File: config.mk
export PLATFORM = sky130hd
export DESIGN_NAME = mon_slot_fifo
export DESIGN_NICKNAME = d
export VERILOG_FILES = /design/src/rtl/msf_pkg.sv /design/src/rtl/msf_byte_fifo.sv /design/src/rtl/msf_slot_port.sv /design/src/rtl/mon_slot_fifo.sv
export SDC_FILE = /design/constraint.sdc
export NUM_CORES = 1
export LEC_CHECK = 0
export BUFFER_PORTS_ARGS = -buffer_cell sky130_fd_sc_hd__buf_2
export CAP_MARGIN = 15
export CORE_AREA = 3 3 139 141
export CTS_CLUSTER_DIAMETER = 80
export DETAILED_ROUTE_END_ITERATION = 12
export DIE_AREA = 0 0 142 144
export GPL_TIMING_DRIVEN = 0
export MAX_ROUTING_LAYER = met4
export PLACE_DENSITY_LB_ADDON = 0.15
export SETUP_SLACK_MARGIN = 0.4
export SYNTH_ARGS = -nofsm -noshare
export SYNTH_HDL_FRONTEND = slang
export SYNTH_SLANG_ARGS = --single-unit
File: constraint.sdc
create_clock -name clk -period 2.9 [get_ports clk]
set_clock_uncertainty 0.1 [all_clocks]
set_input_delay 0.58 -clock clk [delete_from_list [all_inputs] [get_ports clk]]
set_output_delay 0.58 -clock clk [all_outputs]
set_load 0.05 [all_outputs]
File: src/rtl/msf_pkg.sv
package msf_pkg;
  localparam int unsigned BYTE_W = 8;
  localparam int unsigned BUS_AW = 3;

  localparam logic [BUS_AW-1:0] ADR_TXDATA = 3'd0;
  localparam logic [BUS_AW-1:0] ADR_RXDATA = 3'd1;
  localparam logic [BUS_AW-1:0] ADR_STATUS = 3'd2;
  localparam logic [BUS_AW-1:0] ADR_SLOT   = 3'd3;
  localparam logic [BUS_AW-1:0] ADR_MODE   = 3'd4;

  localparam int unsigned ST_TX_EMPTY = 0;
  localparam int unsigned ST_TX_FULL  = 1;
  localparam int unsigned ST_RX_EMPTY = 2;
  localparam int unsigned ST_RX_FULL  = 3;
  localparam int unsigned ST_RX_OVF   = 4;

  typedef struct packed {
    logic tx_empty;
    logic tx_full;
    logic rx_empty;
    logic rx_full;
  } q_flags_t;
endpackage

File: src/rtl/msf_byte_fifo.sv
module msf_byte_fifo #(
  parameter int unsigned DEPTH = 8,
  parameter int unsigned WIDTH = 8
) (
  input  logic             clk,
  input  logic             rst_n,
  input  logic             flush,
  input  logic             push,
  input  logic [WIDTH-1:0] push_data,
  input  logic             pop,
  output logic [WIDTH-1:0] head,
  output logic             full,
  output logic             empty
);
  localparam int unsigned PTR_W = (DEPTH > 1) ? $clog2(DEPTH) : 1;
  localparam int unsigned CNT_W = $clog2(DEPTH + 1);

  logic [WIDTH-1:0] mem_q [DEPTH];
  logic [PTR_W-1:0] wr_ptr_q, wr_ptr_n, rd_ptr_q, rd_ptr_n;
  logic [CNT_W-1:0] cnt_q, cnt_n;
  logic             push_ok, pop_ok;

  function automatic logic [PTR_W-1:0] ptr_step(input logic [PTR_W-1:0] p);
    return (p == PTR_W'(DEPTH - 1)) ? '0 : p + PTR_W'(1);
  endfunction

  assign full    = (cnt_q == CNT_W'(DEPTH));
  assign empty   = (cnt_q == '0);
  assign push_ok = push && !full;
  assign pop_ok  = pop && !empty;
  assign head    = mem_q[rd_ptr_q];

  always_comb begin
    wr_ptr_n = wr_ptr_q;
    rd_ptr_n = rd_ptr_q;
    cnt_n    = cnt_q;
    if (flush) begin
      wr_ptr_n = '0;
      rd_ptr_n = '0;
      cnt_n    = '0;
    end else begin
      if (push_ok) wr_ptr_n = ptr_step(wr_ptr_q);
      if (pop_ok)  rd_ptr_n = ptr_step(rd_ptr_q);
      case ({push_ok, pop_ok})
        2'b10:   cnt_n = cnt_q + CNT_W'(1);
        2'b01:   cnt_n = cnt_q - CNT_W'(1);
        default: cnt_n = cnt_q;
      endcase
    end
  end

  always_ff @(posedge clk or negedge rst_n) begin
    if (!rst_n) begin
      wr_ptr_q <= '0;
      rd_ptr_q <= '0;
      cnt_q    <= '0;
    end else begin
      wr_ptr_q <= wr_ptr_n;
      rd_ptr_q <= rd_ptr_n;
      cnt_q    <= cnt_n;
    end
  end

  // storage carries no reset; only the pointers define validity
  always_ff @(posedge clk) begin
    if (push_ok && !flush) mem_q[wr_ptr_q] <= push_data;
  end

  assert_flags_excl_R10: assert property (@(posedge clk) disable iff (!rst_n)
    !(full && empty));

  assert_full_hold_R8: assert property (@(posedge clk) disable iff (!rst_n)
    (push && full && !pop && !flush) |=> (full && $stable(cnt_q)));
endmodule

File: src/rtl/msf_slot_port.sv
module msf_slot_port #(
  parameter int unsigned NUM_SLOTS = 32,
  localparam int unsigned SLOT_W = $clog2(NUM_SLOTS)
) (
  input  logic              clk,
  input  logic              rst_n,
  input  logic              bit_stb,
  input  logic              fsync,
  input  logic              ser_in,
  input  logic [SLOT_W-1:0] slot_sel,
  input  logic              invert,
  input  logic [7:0]        tx_head,
  input  logic              tx_avail,
  output logic              tx_pop,
  output logic              rx_push,
  output logic [7:0]        rx_byte,
  output logic              ser_out
);
  localparam int unsigned FRAME_BITS = NUM_SLOTS * 8;
  localparam int unsigned CNT_W      = $clog2(FRAME_BITS + 1);

  logic [CNT_W-1:0] bit_cnt_q, bit_cnt_n, cur_idx;
  logic [7:0]       tx_sh_q, tx_sh_n, rx_sh_q, rx_sh_n, tx_load;
  logic             ser_out_q, ser_out_n;
  logic             in_frame, slot_hit;
  logic [2:0]       phase;

  assign cur_idx  = fsync ? '0 : bit_cnt_q;
  assign in_frame = (cur_idx < CNT_W'(FRAME_BITS));
  assign slot_hit = bit_stb && in_frame && ((cur_idx >> 3) == CNT_W'(slot_sel));
  assign phase    = cur_idx[2:0];
  assign tx_load  = tx_avail ? (tx_head ^ {8{invert}}) : 8'hFF;
  assign ser_out  = ser_out_q;

  always_comb begin
    bit_cnt_n = bit_cnt_q;
    tx_sh_n   = tx_sh_q;
    rx_sh_n   = rx_sh_q;
    ser_out_n = ser_out_q;
    tx_pop    = 1'b0;
    rx_push   = 1'b0;
    rx_byte   = {rx_sh_q[6:0], ser_in} ^ {8{invert}};
    if (bit_stb) begin
      bit_cnt_n = in_frame ? cur_idx + CNT_W'(1) : cur_idx;
      if (slot_hit) begin
        rx_sh_n = {rx_sh_q[6:0], ser_in};
        if (phase == 3'd0) begin
          ser_out_n = tx_load[7];
          tx_sh_n   = {tx_load[6:0], 1'b0};
          tx_pop    = tx_avail;
        end else begin
          ser_out_n = tx_sh_q[7];
          tx_sh_n   = {tx_sh_q[6:0], 1'b0};
        end
        rx_push = (phase == 3'd7);
      end else begin
        ser_out_n = 1'b1;
      end
    end
  end

  always_ff @(posedge clk or negedge rst_n) begin
    if (!rst_n) begin
      bit_cnt_q <= CNT_W'(FRAME_BITS);
      tx_sh_q   <= '0;
      rx_sh_q   <= '0;
      ser_out_q <= 1'b1;
    end else begin
      bit_cnt_q <= bit_cnt_n;
      tx_sh_q   <= tx_sh_n;
      rx_sh_q   <= rx_sh_n;
      ser_out_q <= ser_out_n;
    end
  end

  assert_idle_high_R5: assert property (@(posedge clk) disable iff (!rst_n)
    (bit_stb && !slot_hit) |=> ser_out);

  assert_hold_between_R5: assert property (@(posedge clk) disable iff (!rst_n)
    !bit_stb |=> $stable(ser_out));

  assert_empty_fill_R6: assert property (@(posedge clk) disable iff (!rst_n)
    (slot_hit && phase == 3'd0 && !tx_avail) |=> ser_out);
endmodule

File: src/rtl/mon_slot_fifo.sv
module mon_slot_fifo
  import msf_pkg::*;
#(
  parameter int unsigned NUM_SLOTS  = 32,
  parameter int unsigned FIFO_DEPTH = 8
) (
  input  logic       clk,
  input  logic       rst_n,
  input  logic       bit_stb,
  input  logic       fsync,
  input  logic       ser_in,
  output logic       ser_out,
  input  logic [2:0] bus_addr,
  input  logic [7:0] bus_wdata,
  input  logic       bus_wr,
  input  logic       bus_rd,
  output logic [7:0] bus_rdata
);
  localparam int unsigned SLOT_W = $clog2(NUM_SLOTS);

  logic [SLOT_W-1:0] slot_q, slot_n;
  logic              invert_q, invert_n;
  logic              ovf_q, ovf_n;
  logic              slot_wr, slot_ok, flush, ovf_clr;
  logic              tx_push, rx_pop, tx_pop, rx_push;
  logic [7:0]        tx_head, rx_head, rx_byte;
  q_flags_t          flg;

  assign slot_wr = bus_wr && (bus_addr == ADR_SLOT);
  assign slot_ok = slot_wr && !bus_wdata[0];
  assign flush   = slot_ok;
  assign ovf_clr = bus_wr && (bus_addr == ADR_STATUS) && bus_wdata[ST_RX_OVF];
  assign tx_push = bus_wr && (bus_addr == ADR_TXDATA);
  assign rx_pop  = bus_rd && (bus_addr == ADR_RXDATA);

  msf_byte_fifo #(.DEPTH(FIFO_DEPTH), .WIDTH(BYTE_W)) u_tx_q (
    .clk(clk), .rst_n(rst_n), .flush(flush),
    .push(tx_push), .push_data(bus_wdata), .pop(tx_pop),
    .head(tx_head), .full(flg.tx_full), .empty(flg.tx_empty)
  );

  msf_byte_fifo #(.DEPTH(FIFO_DEPTH), .WIDTH(BYTE_W)) u_rx_q (
    .clk(clk), .rst_n(rst_n), .flush(flush),
    .push(rx_push), .push_data(rx_byte), .pop(rx_pop),
    .head(rx_head), .full(flg.rx_full), .empty(flg.rx_empty)
  );

  msf_slot_port #(.NUM_SLOTS(NUM_SLOTS)) u_port (
    .clk(clk), .rst_n(rst_n), .bit_stb(bit_stb), .fsync(fsync), .ser_in(ser_in),
    .slot_sel(slot_q), .invert(invert_q), .tx_head(tx_head), .tx_avail(!flg.tx_empty),
    .tx_pop(tx_pop), .rx_push(rx_push), .rx_byte(rx_byte), .ser_out(ser_out)
  );

  always_comb begin
    slot_n   = slot_q;
    invert_n = invert_q;
    ovf_n    = ovf_q;
    if (slot_ok) slot_n = bus_wdata[SLOT_W-1:0];
    if (bus_wr && (bus_addr == ADR_MODE)) invert_n = bus_wdata[0];
    if (ovf_clr) ovf_n = 1'b0;
    if (rx_push && flg.rx_full && !flush) ovf_n = 1'b1;
  end

  always_ff @(posedge clk or negedge rst_n) begin
    if (!rst_n) begin
      slot_q   <= '0;
      invert_q <= 1'b0;
      ovf_q    <= 1'b0;
    end else begin
      slot_q   <= slot_n;
      invert_q <= invert_n;
      ovf_q    <= ovf_n;
    end
  end

  always_comb begin
    case (bus_addr)
      ADR_RXDATA: bus_rdata = rx_head;
      ADR_STATUS: bus_rdata = {3'b000, ovf_q, flg.rx_full, flg.rx_empty, flg.tx_full, flg.tx_empty};
      ADR_SLOT:   bus_rdata = 8'(slot_q);
      ADR_MODE:   bus_rdata = {7'b0, invert_q};
      default:    bus_rdata = 8'h00;
    endcase
  end

  assert_slot_even_R2: assert property (@(posedge clk) disable iff (!rst_n)
    slot_q[0] == 1'b0);

  assert_odd_reject_R2: assert property (@(posedge clk) disable iff (!rst_n)
    (slot_wr && bus_wdata[0]) |=> $stable(slot_q));

  assert_flush_R3: assert property (@(posedge clk) disable iff (!rst_n)
    slot_ok |=> (flg.tx_empty && flg.rx_empty));

  assert_ovf_sticky_R7: assert property (@(posedge clk) disable iff (!rst_n)
    (ovf_q && !ovf_clr) |=> ovf_q);
endmodule

# Word level (Yosys, flattened, before mapping)
# Memories as Yosys holds them, arrays and structs flattened.
# Cells that the tools add are included.
# totals
ff_bits	52
ram_bits	128
inputBits	18
out_inout_bits	9
memories	2
# mem_list
memory	depth	width	read_ports	rd_ports_with_merged_regs	write_ports	line_no	source
u_rx_q.mem_q	8	8	1	0	1	msf_byte_fifo.sv:18	logic [WIDTH-1:0] mem_q [DEPTH];
u_tx_q.mem_q	8	8	1	0	1	msf_byte_fifo.sv:18	
# classes
n_addsub	9
n_lt_le_gt_ge	1
eq_ne	16
muxes	34
bitwise_logic	2
reduce_logical	35
# ops
operator	count
$mux W3	12
$pmux W8 S4	1
$eq A3 B3 Y1 const B	6
$mux W9	2
$logic_and A1 B1 Y1	17
$mux W8	2
$pmux W4 S2	2
$xor A8 B8 Y8	2
$mux W1	13
$add A3 B1 Y3 const B	4
$reduce_bool A2 Y1	5
$add A9 B1 Y9 const B	1
$lt A9 B9 Y1 const B	1
$add A4 B1 Y4 const B	2
$eq A4 B4 Y1 const B	2
$logic_not A4 Y1	2
$mux W4	2
$sub A4 B1 Y4 const B	2
$eq A3 B2 Y1 const B	2
$eq A6 B5 Y1	1
$logic_not A1 Y1	6
$logic_not A3 Y1	2
$reduce_bool A3 Y1	2
$eq A2 B1 Y1 const B	2
3 further kinds	4

# Logic depth before layout (Yosys ltp)
# Gate-level depths: netlist (run 1).
# logic_depth
ltp_word	10
depth_mapped	15

# Hierarchy
# A second synthesis (run 1) with hierarchy kept.
# hier_totals
cells_unflattened	539
area_unflattened_um2	8247.9
# modules_own_cells
mod	n_inst	cells_each	area_each_um2	seq_area_each_um2
msf_byte_fifo (u_rx_q)	1	174	3145.5	2172.1
msf_byte_fifo (u_tx_q)	1	172	3138.0	2172.1
msf_slot_port	1	143	1473.9	603.1
mon_slot_fifo	1	50	490.5	175.2

# Least setup slack after synthesis (run 1)
# No wires, ideal clock.
# synth_path
kind	input to register
start	in fsync
end	mem u_rx_q.mem_q[2][0], enable pin
setup_time_ns	0.395
t_arrival_ns	2.955
setup_slack_ns	-0.550
cell_stages	11
path_cell_list	buf_6 clkbuf_1 nand2b_1 inv_1 ha_1 ha_1 inv_1 a311oi_4 nand2_4 nor2_2 nor4bb_1
# synth_via
elab_chain_len	10
elab_cells_between_ends	12
# synth_lines
item	line_no	source
start: declaration	mon_slot_fifo.sv:10	input logic fsync,
$mux W9 *	msf_slot_port.sv:28	assign cur_idx = fsync ? '0 : bit_cnt_q;
$lt A9 B9 Y1	msf_slot_port.sv:29	assign in_frame = (cur_idx < CNT_W'(FRAME_BITS));
$logic_and A1 B1 Y1 (2 in series)	msf_slot_port.sv:30	assign slot_hit = bit_stb && in_frame && ((cur_idx >> 3) == CNT_W'(slot_sel));
$mux W1 *	msf_slot_port.sv:45	if (slot_hit) begin
$mux W1 *	msf_slot_port.sv:43	if (bit_stb) begin
$logic_and A1 B1 Y1 *	msf_byte_fifo.sv:29	assign push_ok = push && !full;
$logic_and A1 B1 Y1 *	msf_byte_fifo.sv:66	if (push_ok && !flush) mem_q[wr_ptr_q] <= push_data;
$mux W1 *	msf_byte_fifo.sv:66	
$mux W1 (implied by the code) *	msf_byte_fifo.sv:66	
end: declaration	msf_byte_fifo.sv:18	
# Mark *: on every way between the ends. The rest lies on a longest branch, timed or not.

# Worst setup path after layout (run 1)
# layout_path
start	reg u_rx_q.rd_ptr_q[0]
end	out bus_rdata[4]
# layout_via
elab_chain_len	2
# layout_lines
item	line_no	source
start: declaration	msf_byte_fifo.sv:19	logic [PTR_W-1:0] wr_ptr_q, wr_ptr_n, rd_ptr_q, rd_ptr_n;
start signal: assignment	msf_byte_fifo.sv:59	rd_ptr_q <= rd_ptr_n;
$mem_v2 Z8 W8	n/a	
$pmux W8 S4	mon_slot_fifo.sv:77	case (bus_addr)
end: declaration	mon_slot_fifo.sv:17	output logic [7:0] bus_rdata
# No other way between the ends.

==> results of run 1 <==
==> metrics by stage <==
stage	hold WS (ns)	setup TNS (ns)	util, %
after CTS	0.302	-0.407	55.5
final	0.316	-0.106	57.2
after global placement	0.361	-37.69	48.9
after detailed placement	0.372	-36.19	49.0
after floorplan	0.184	-0.0638	-
after global routing	0.320	-0.495	57.2
==> cell usage after synthesis, types with 2 or more instances <==
master      n  share of area, %
o22a_1      3              0.32
and4b_1     4              0.49
a32o_1      2              0.24
nor4b_2     2              0.37
mux4_2     32               8.8
nor4_1      5              0.38
clkbuf_1   11              0.50
nand4b_1    3              0.32
o21a_1      2              0.18
inv_1       9              0.41
o21ai_0    28               1.7
mux2i_1    27               3.3
buf_2       7              0.43
buf_6       4              0.55
and3_1      4              0.31
and4_1      2              0.21
buf_1       5              0.23
nand2_2     2              0.15
nor2b_1     8              0.61
nand2b_1    4              0.31
nor3_1      9              0.55
ha_1       15               2.3
o22ai_1     4              0.31
dfstp_2     2              0.64
nand3_1     8              0.49
o31ai_1     4              0.37
nor2_1     29               1.3
nor3b_1     5              0.46
nor4bb_1    2              0.24
mux2_2     10               1.4
a21oi_1    10              0.61
o211ai_1    3              0.28
nand2_1    54               2.5
or3_1       3              0.23
dfrtp_1    49                15
xnor2_1     8              0.86
xor2_1     10               1.1
nor4b_1     4              0.43
or4_1       2              0.18
a22oi_1     4              0.37
edfxtp_1  128                47
o21ai_1     2              0.12
a31oi_1     3              0.23
==> cell families after synthesis <==
kind of cell,after synthesis,share of synthesized area (%)
flops,179,62.6
simple gates,161,10.9
compound gates,78,6.57
mux,69,13.5
buf+inv,37,2.22
xor+xnor,18,1.93
fa+ha+maj,15,2.29
==> flip-flops by register name (all words and copies together) (netlist names) <==
signal	flops
u_rx_q.mem_q	64
u_tx_q.mem_q	64
u_port.bit_cnt_q	9
u_port.rx_sh_q	7
u_port.tx_sh_q	7
slot_q	5
u_rx_q.cnt_q	4
u_tx_q.cnt_q	4
u_rx_q.rd_ptr_q	3
u_rx_q.wr_ptr_q	3
u_tx_q.rd_ptr_q	3
u_tx_q.wr_ptr_q	3
invert_q	1
ovf_q	1
u_port.ser_out	1
==> worst max path at each step <==
stage / startpoint / end / slack (ns) / cells after the start
2_1_floorplan: fsync / u_rx_q.cnt_q[3] / -0.009 / 14
3_3_place_gp: bus_wr / u_tx_q.mem_q[1][6] / -0.69 / 5
3_5_place_dp: fsync / u_rx_q.mem_q[2][0] / -0.58 / 12
4_1_cts: u_rx_q.rd_ptr_q[0] / bus_rdata[4] / -0.10 / 7
5_1_grt: u_rx_q.rd_ptr_q[0] / bus_rdata[4] / -0.13 / 7
6_report: u_rx_q.rd_ptr_q[0] / bus_rdata[4] / -0.04 / 7
==> cells in the final DEF, fill, tap and decap left out, types with 10 or more instances in the layout <==
master,n
nor2_1,24
buf_2,18
mux4_2,32
clkbuf_16,18
o21ai_0,19
buf_4,33
mux2i_1,21
dfrtp_1,43
edfxtp_1,128
xor2_1,10
buf_6,17
mux2_2,10
nand2_1,52
==> what timing repair did <==
action	CTS	global route
cloned	1	0
endpoints found under the hold margin	0	10
pin swaps	24	20
resized for setup	79	36
hold buffers	0	1
endpoints found under the setup margin	131	75
buffers inserted	26	15
==> area by class of cell <==
cell class              count  area share [%]
clock buffers              17            4.11
multi-input cells         341            32.9
flip-flops and latches    179            49.6
plain buffers              28            2.30
repair buffers             72            6.61
inverters                   9           0.326
well taps                 229            2.77
clock inverters            15            1.40
==> metal layers <==
metal	global-route usage, %	vias up	share of wire [%]
li1	-	2342	-
met1	26.3	2540	46
met2	28.6	118	48
met3	3.90	23	4.1
met4	6.52	0	1.7
met5	-	-	0
==> power groups by stage <==
stage                     sequential, mW  clock [mW]  combinational (mW)
after floorplan                     3.46           0                1.73
after global routing                3.55        2.38                3.10
after CTS                           3.49        2.26                2.71
after detailed placement            3.51           0                2.30
final                               3.51        2.22                2.87
after global placement              3.49           0                2.21
==> worst max-delay path, delay by kind of cell, from the launching register on <==
kind	cells	cell delay, ns
and+or+nand+nor	1	0.06
buffers and inverters	2	0.31
DFF	1	0.42
muxes	2	0.69
AOI/OAI and AO/OA	2	0.34
==> results.txt, run 1 <==
Status - complete, but fails checks
Failing checks - setup timing
Worst reg2reg endpoint - u_tx_q.cnt_q[2]
Worst-Margin Slew - 0.874 ns
Async S/R FF share, synth - 28.5%
Vias in the first global route - 4964
CTS max path bufs - 2
Final setup fails - 3
# diodes - 0
Clock network power share - 25.8%
Fin area - 0.0103 sq mm
FP Rows - 49
Reg2Reg Setup Slack - 0.25 ns
Port Buffers - 25
Crit path required time - 2.22 ns
Residual DRC - 0
Max-Cap Viols - 0
Die W - 142 um
Final HPWL DP - 12100 um
Placed Area - 0.00887 sq mm
Max VDD drop - 0.498 mV
Effective utilization at floorplan - 45.3%
Mean area per synthesized cell - 14.7 sq um
Register area - 0.00513 sq mm
Clock sinks - 179
Synth warnings - 0
Sequential fraction of design power - 40.8%
Total Routing Usage GR - 19.1%
Clk pin slew, worst setup/hold paths - 0.07 ns
Switching share of power - 33.4%
CP Cell Sequence - clkbuf_16, mux4_2, mux2i_2, o21ai_1, a22oi_2, nor2_2, buf_6
Setup crit end kind - output pin
Total grt overflow - 0
WS Path Type - reg2out
P_int - 5.73 mW
Net Sw Power - 2.87 mW
Num ports - 27
Logic pwr share - 33.3%
Initial DRC Count - 283
Share of cells above drive strength 1 - 38.0%
Lkg Pwr - 3.69 nW
Rel. slew slack - 41.7%
Crit start category - register
Data arrival, critical path - 2.26 ns
Post-synth cell types - 68
Num CTS Buffers - 17
Period utilization - 101%
Pwr Density - 831 mW/mm^2
Drt wl/cell - 20.7 um
Synthesized area - 0.00819 sq mm
Critical R2R Launch - u_tx_q.cnt_q[3]
# fillers - 1391
Register area share after synthesis - 62.6%
Max Slew Vio Count - 0
Via count - 5023
Layout Nets - 681
Initial antenna violation count - 0
Flops & latches, synth - 179
Root Driver - clkbuf_16
Worst setup margin - -0.0391 ns
Worst Reg2Reg Path Length in Cells - 12
Worst Hold End - u_tx_q.mem_q[5][6]
Area occupied by multi-input gates - 0.00341 sq mm
Drt via density - 5.64
Area of the core - 0.0181 sq mm
Routed WL - 18400 um
Fin crit period - 2.94 ns
First-pass GRT wire length - 28300 um
DIE AREA - 0.0204 sq mm
Cells after Synth - 557
Clock Latency Late Sink - 0.44 ns
Cell depth of the worst hold path - 1
Cell Count, Final, Fillers Out - 890
Design Power - 8.60 mW
Max FO, Critical Path - 4
Worst min-delay path class - in2reg
Dpl ws - -0.584 ns
Routability congestion estimate - 0.812
Area Overhead vs Synth - 26.4%
Final Hold Fails - 0
Syn nets - 590
Placed insts - 814
Pin count of the biggest net entering global routing - 52
ANT nets after route - 0
H-tree Lvls - 4
Fmax - 0.340 GHz
Predominant post-synthesis flop cell - edfxtp_1
DRT Pass-1 Iters - 4
Die Y - 144 um
CP max stage cell - mux4_2
Worst min-delay path startpoint - bus_wdata[6]
Post-synth EDFFs - 128
RSZ-0062 raised after global routing - true
CTS tree - built
Max incr delay on CP - 0.50 ns
No activity file was read; power rests on OpenSTA's default activity.
==> run 2: changes to the inputs <==
--- a/config.mk
+++ b/config.mk
@@ -7,10 +7,10 @@
 export LEC_CHECK = 0
 export BUFFER_PORTS_ARGS = -buffer_cell sky130_fd_sc_hd__buf_2
 export CAP_MARGIN = 15
-export CORE_AREA = 3 3 139 141
+export CORE_AREA = 2 2 138 140
 export CTS_CLUSTER_DIAMETER = 80
 export DETAILED_ROUTE_END_ITERATION = 12
-export DIE_AREA = 0 0 142 144
+export DIE_AREA = 0 0 140 142
 export GPL_TIMING_DRIVEN = 0
 export MAX_ROUTING_LAYER = met4
 export PLACE_DENSITY_LB_ADDON = 0.15
==> run 2 against run 1 <==
The flow still finishes with violations (setup timing). Die area shrank 2.8%. Clock power shrank 3%. Via count is 0.44% higher. Register-to-register slack gained 0.10 ns. Final area grew 0.60%. Routed wire length hardly changed. Cell count increased by 1.9%. Power down 1.9%.
==> results.txt, run 2 (synthesized netlist as in run 1, its figures left out) <==
Status - complete, but fails checks
Failing checks - setup timing
Fin area - 0.0104 sq mm
Worst min-delay path class - in2async
WS Path Type - reg2out
Initial antenna violation count - 0
Clock Latency Late Sink - 0.43 ns
Max-Cap Viols - 0
ANT nets after route - 0
Crit path max-delay family - multiplexers
First-pass GRT wire length - 28700 um
Data arrival, critical path - 2.24 ns
Clk pin slew, worst setup/hold paths - 0.07 ns
Clock sinks - 179
Period utilization - 101%
Placed insts - 819
Routability congestion estimate - 0.835
CTS max path bufs - 2
Setup TNS - -0.0304 ns
Final HPWL DP - 11900 um
Design Power - 8.43 mW
Regs by FF count - u_rx_q.mem_q x64, u_tx_q.mem_q x64, u_port.bit_cnt_q x9
DRT Pass-1 Iters - 5
Worst-Margin Slew - 0.748 ns
Num CTS Buffers - 17
Area Overhead vs Synth - 27.2%
# diodes - 0
Cell Count, Final, Fillers Out - 907
Die Y - 142 um
Worst reg2reg endpoint - u_tx_q.cnt_q[2]
Max incr delay on CP - 0.50 ns
Dpl ws - -0.755 ns
Most frequent cells in the layout - edfxtp_1, nand2_1, buf_4
Most used cell, CP - buf_6
Area of the core - 0.0185 sq mm
WP buf/inv - 3
FP Rows - 50
Worst setup margin - -0.0168 ns
DIE AREA - 0.0199 sq mm
Share of cells above drive strength 1 - 38.5%
Fmax - 0.343 GHz
Num ports - 27
Switching share of power - 31.8%
Reg2Reg Setup Slack - 0.35 ns
Initial DRC Count - 263
Net Sw Power - 2.68 mW
Hold_buf cts - 0
Lkg Pwr - 3.74 nW
Root Driver - clkbuf_16
Logic pwr share - 33.0%
Drt via density - 5.56
Final setup fails - 3
Max FO, Critical Path - 4
Via count - 5045
Drt wl/cell - 20.3 um
Final Hold Fails - 0
Most common cell after layout, fill and taps aside - edfxtp_1
Residual DRC - 0
P_int - 5.75 mW
Effective utilization at floorplan - 44.4%
Critical R2R Launch - u_tx_q.cnt_q[1]
Worst Reg2Reg Path Length in Cells - 12
Layout Nets - 694
Vias in the first global route - 5227
Pin count of the biggest net entering global routing - 34
RSZ-0062 raised after global routing - true
Die W - 140 um
Clock network power share - 25.5%
Total grt overflow - 0
Crit start category - register
Sequential fraction of design power - 41.6%
CP max stage cell - mux4_2
H-tree Lvls - 4
Routed WL - 18400 um
Max VDD drop - 0.498 mV
Pwr Density - 810 mW/mm^2
Setup crit end kind - output pin
Total Routing Usage GR - 19.8%
Max Slew Vio Count - 0
Port Buffers - 25
CP Cell Sequence - buf_6, buf_16, mux4_2, mux2i_2, o21ai_1, a21oi_1, nor2_2, buf_6
Fin crit period - 2.92 ns
# fillers - 1422
Rel. slew slack - 50.2%
CTS tree - built
Crit path required time - 2.22 ns
Placed Area - 0.00888 sq mm
-- run 2: how the worst max path moves through the flow --
stage / startpoint / to / slack [ns] / cells after the start
after floorplan: fsync / u_rx_q.cnt_q[3] / -0.009 / 14
after global placement: fsync / u_rx_q.mem_q[2][6] / -0.67 / 12
after detailed placement: fsync / u_rx_q.mem_q[2][5] / -0.75 / 12
after CTS: u_rx_q.rd_ptr_q[0] / bus_rdata[1] / -0.08 / 8
after global routing: u_rx_q.rd_ptr_q[0] / bus_rdata[2] / -0.09 / 8
final: u_rx_q.rd_ptr_q[0] / bus_rdata[2] / -0.02 / 8
-- run 2: per-stage QoR --
stage / utilization (%) / hold WS (ns)
6_report: 56.4 / 0.0106
5_1_grt: 56.4 / 0.0293
4_1_cts: 54.2 / 0.0118
3_5_place_dp: 48.1 / 0.366
3_3_place_gp: 48.0 / 0.361
2_1_floorplan: - / 0.184
-- run 2: area by class of cell --
type,instances,area [sq um],share of cell area (%)
flip-flops and latches,179,5130,49.3
multi-input cells,341,3400,32.6
repair buffers,85,766,7.35
clock buffers,19,433,4.16
well taps,234,293,2.81
plain buffers,28,240,2.31
clock inverters,12,109,1.05
inverters,9,38.8,0.373
-- run 2: routing by layer --
layer,vias up,routed length [um],GRT usage (%)
li1,2360,-,-
met1,2604,7850,24.2
met2,72,9880,34.5
met3,9,509,4.04
met4,0,138,4.15
met5,-,0,-
-- run 2: power by group through the flow --
stage | Combinational, mW | Sequential [mW] | Clock, mW
after global routing | 3.01 | 3.54 | 2.29
after floorplan | 1.73 | 3.46 | 0
after detailed placement | 2.27 | 3.51 | 0
after global placement | 2.18 | 3.50 | 0
after CTS | 2.58 | 3.49 | 2.19
final | 2.78 | 3.51 | 2.15
-- run 2: timing repair --
| action | 4_1_cts | 5_1_grt |
|---|---|---|
| gates cloned | 1 | 0 |
| buffers inserted | 26 | 30 |
| endpoints found under the hold margin | 0 | 0 |
| endpoints found under the setup margin | 145 | 74 |
| pin swaps | 23 | 30 |
| gates resized for setup | 78 | 36 |
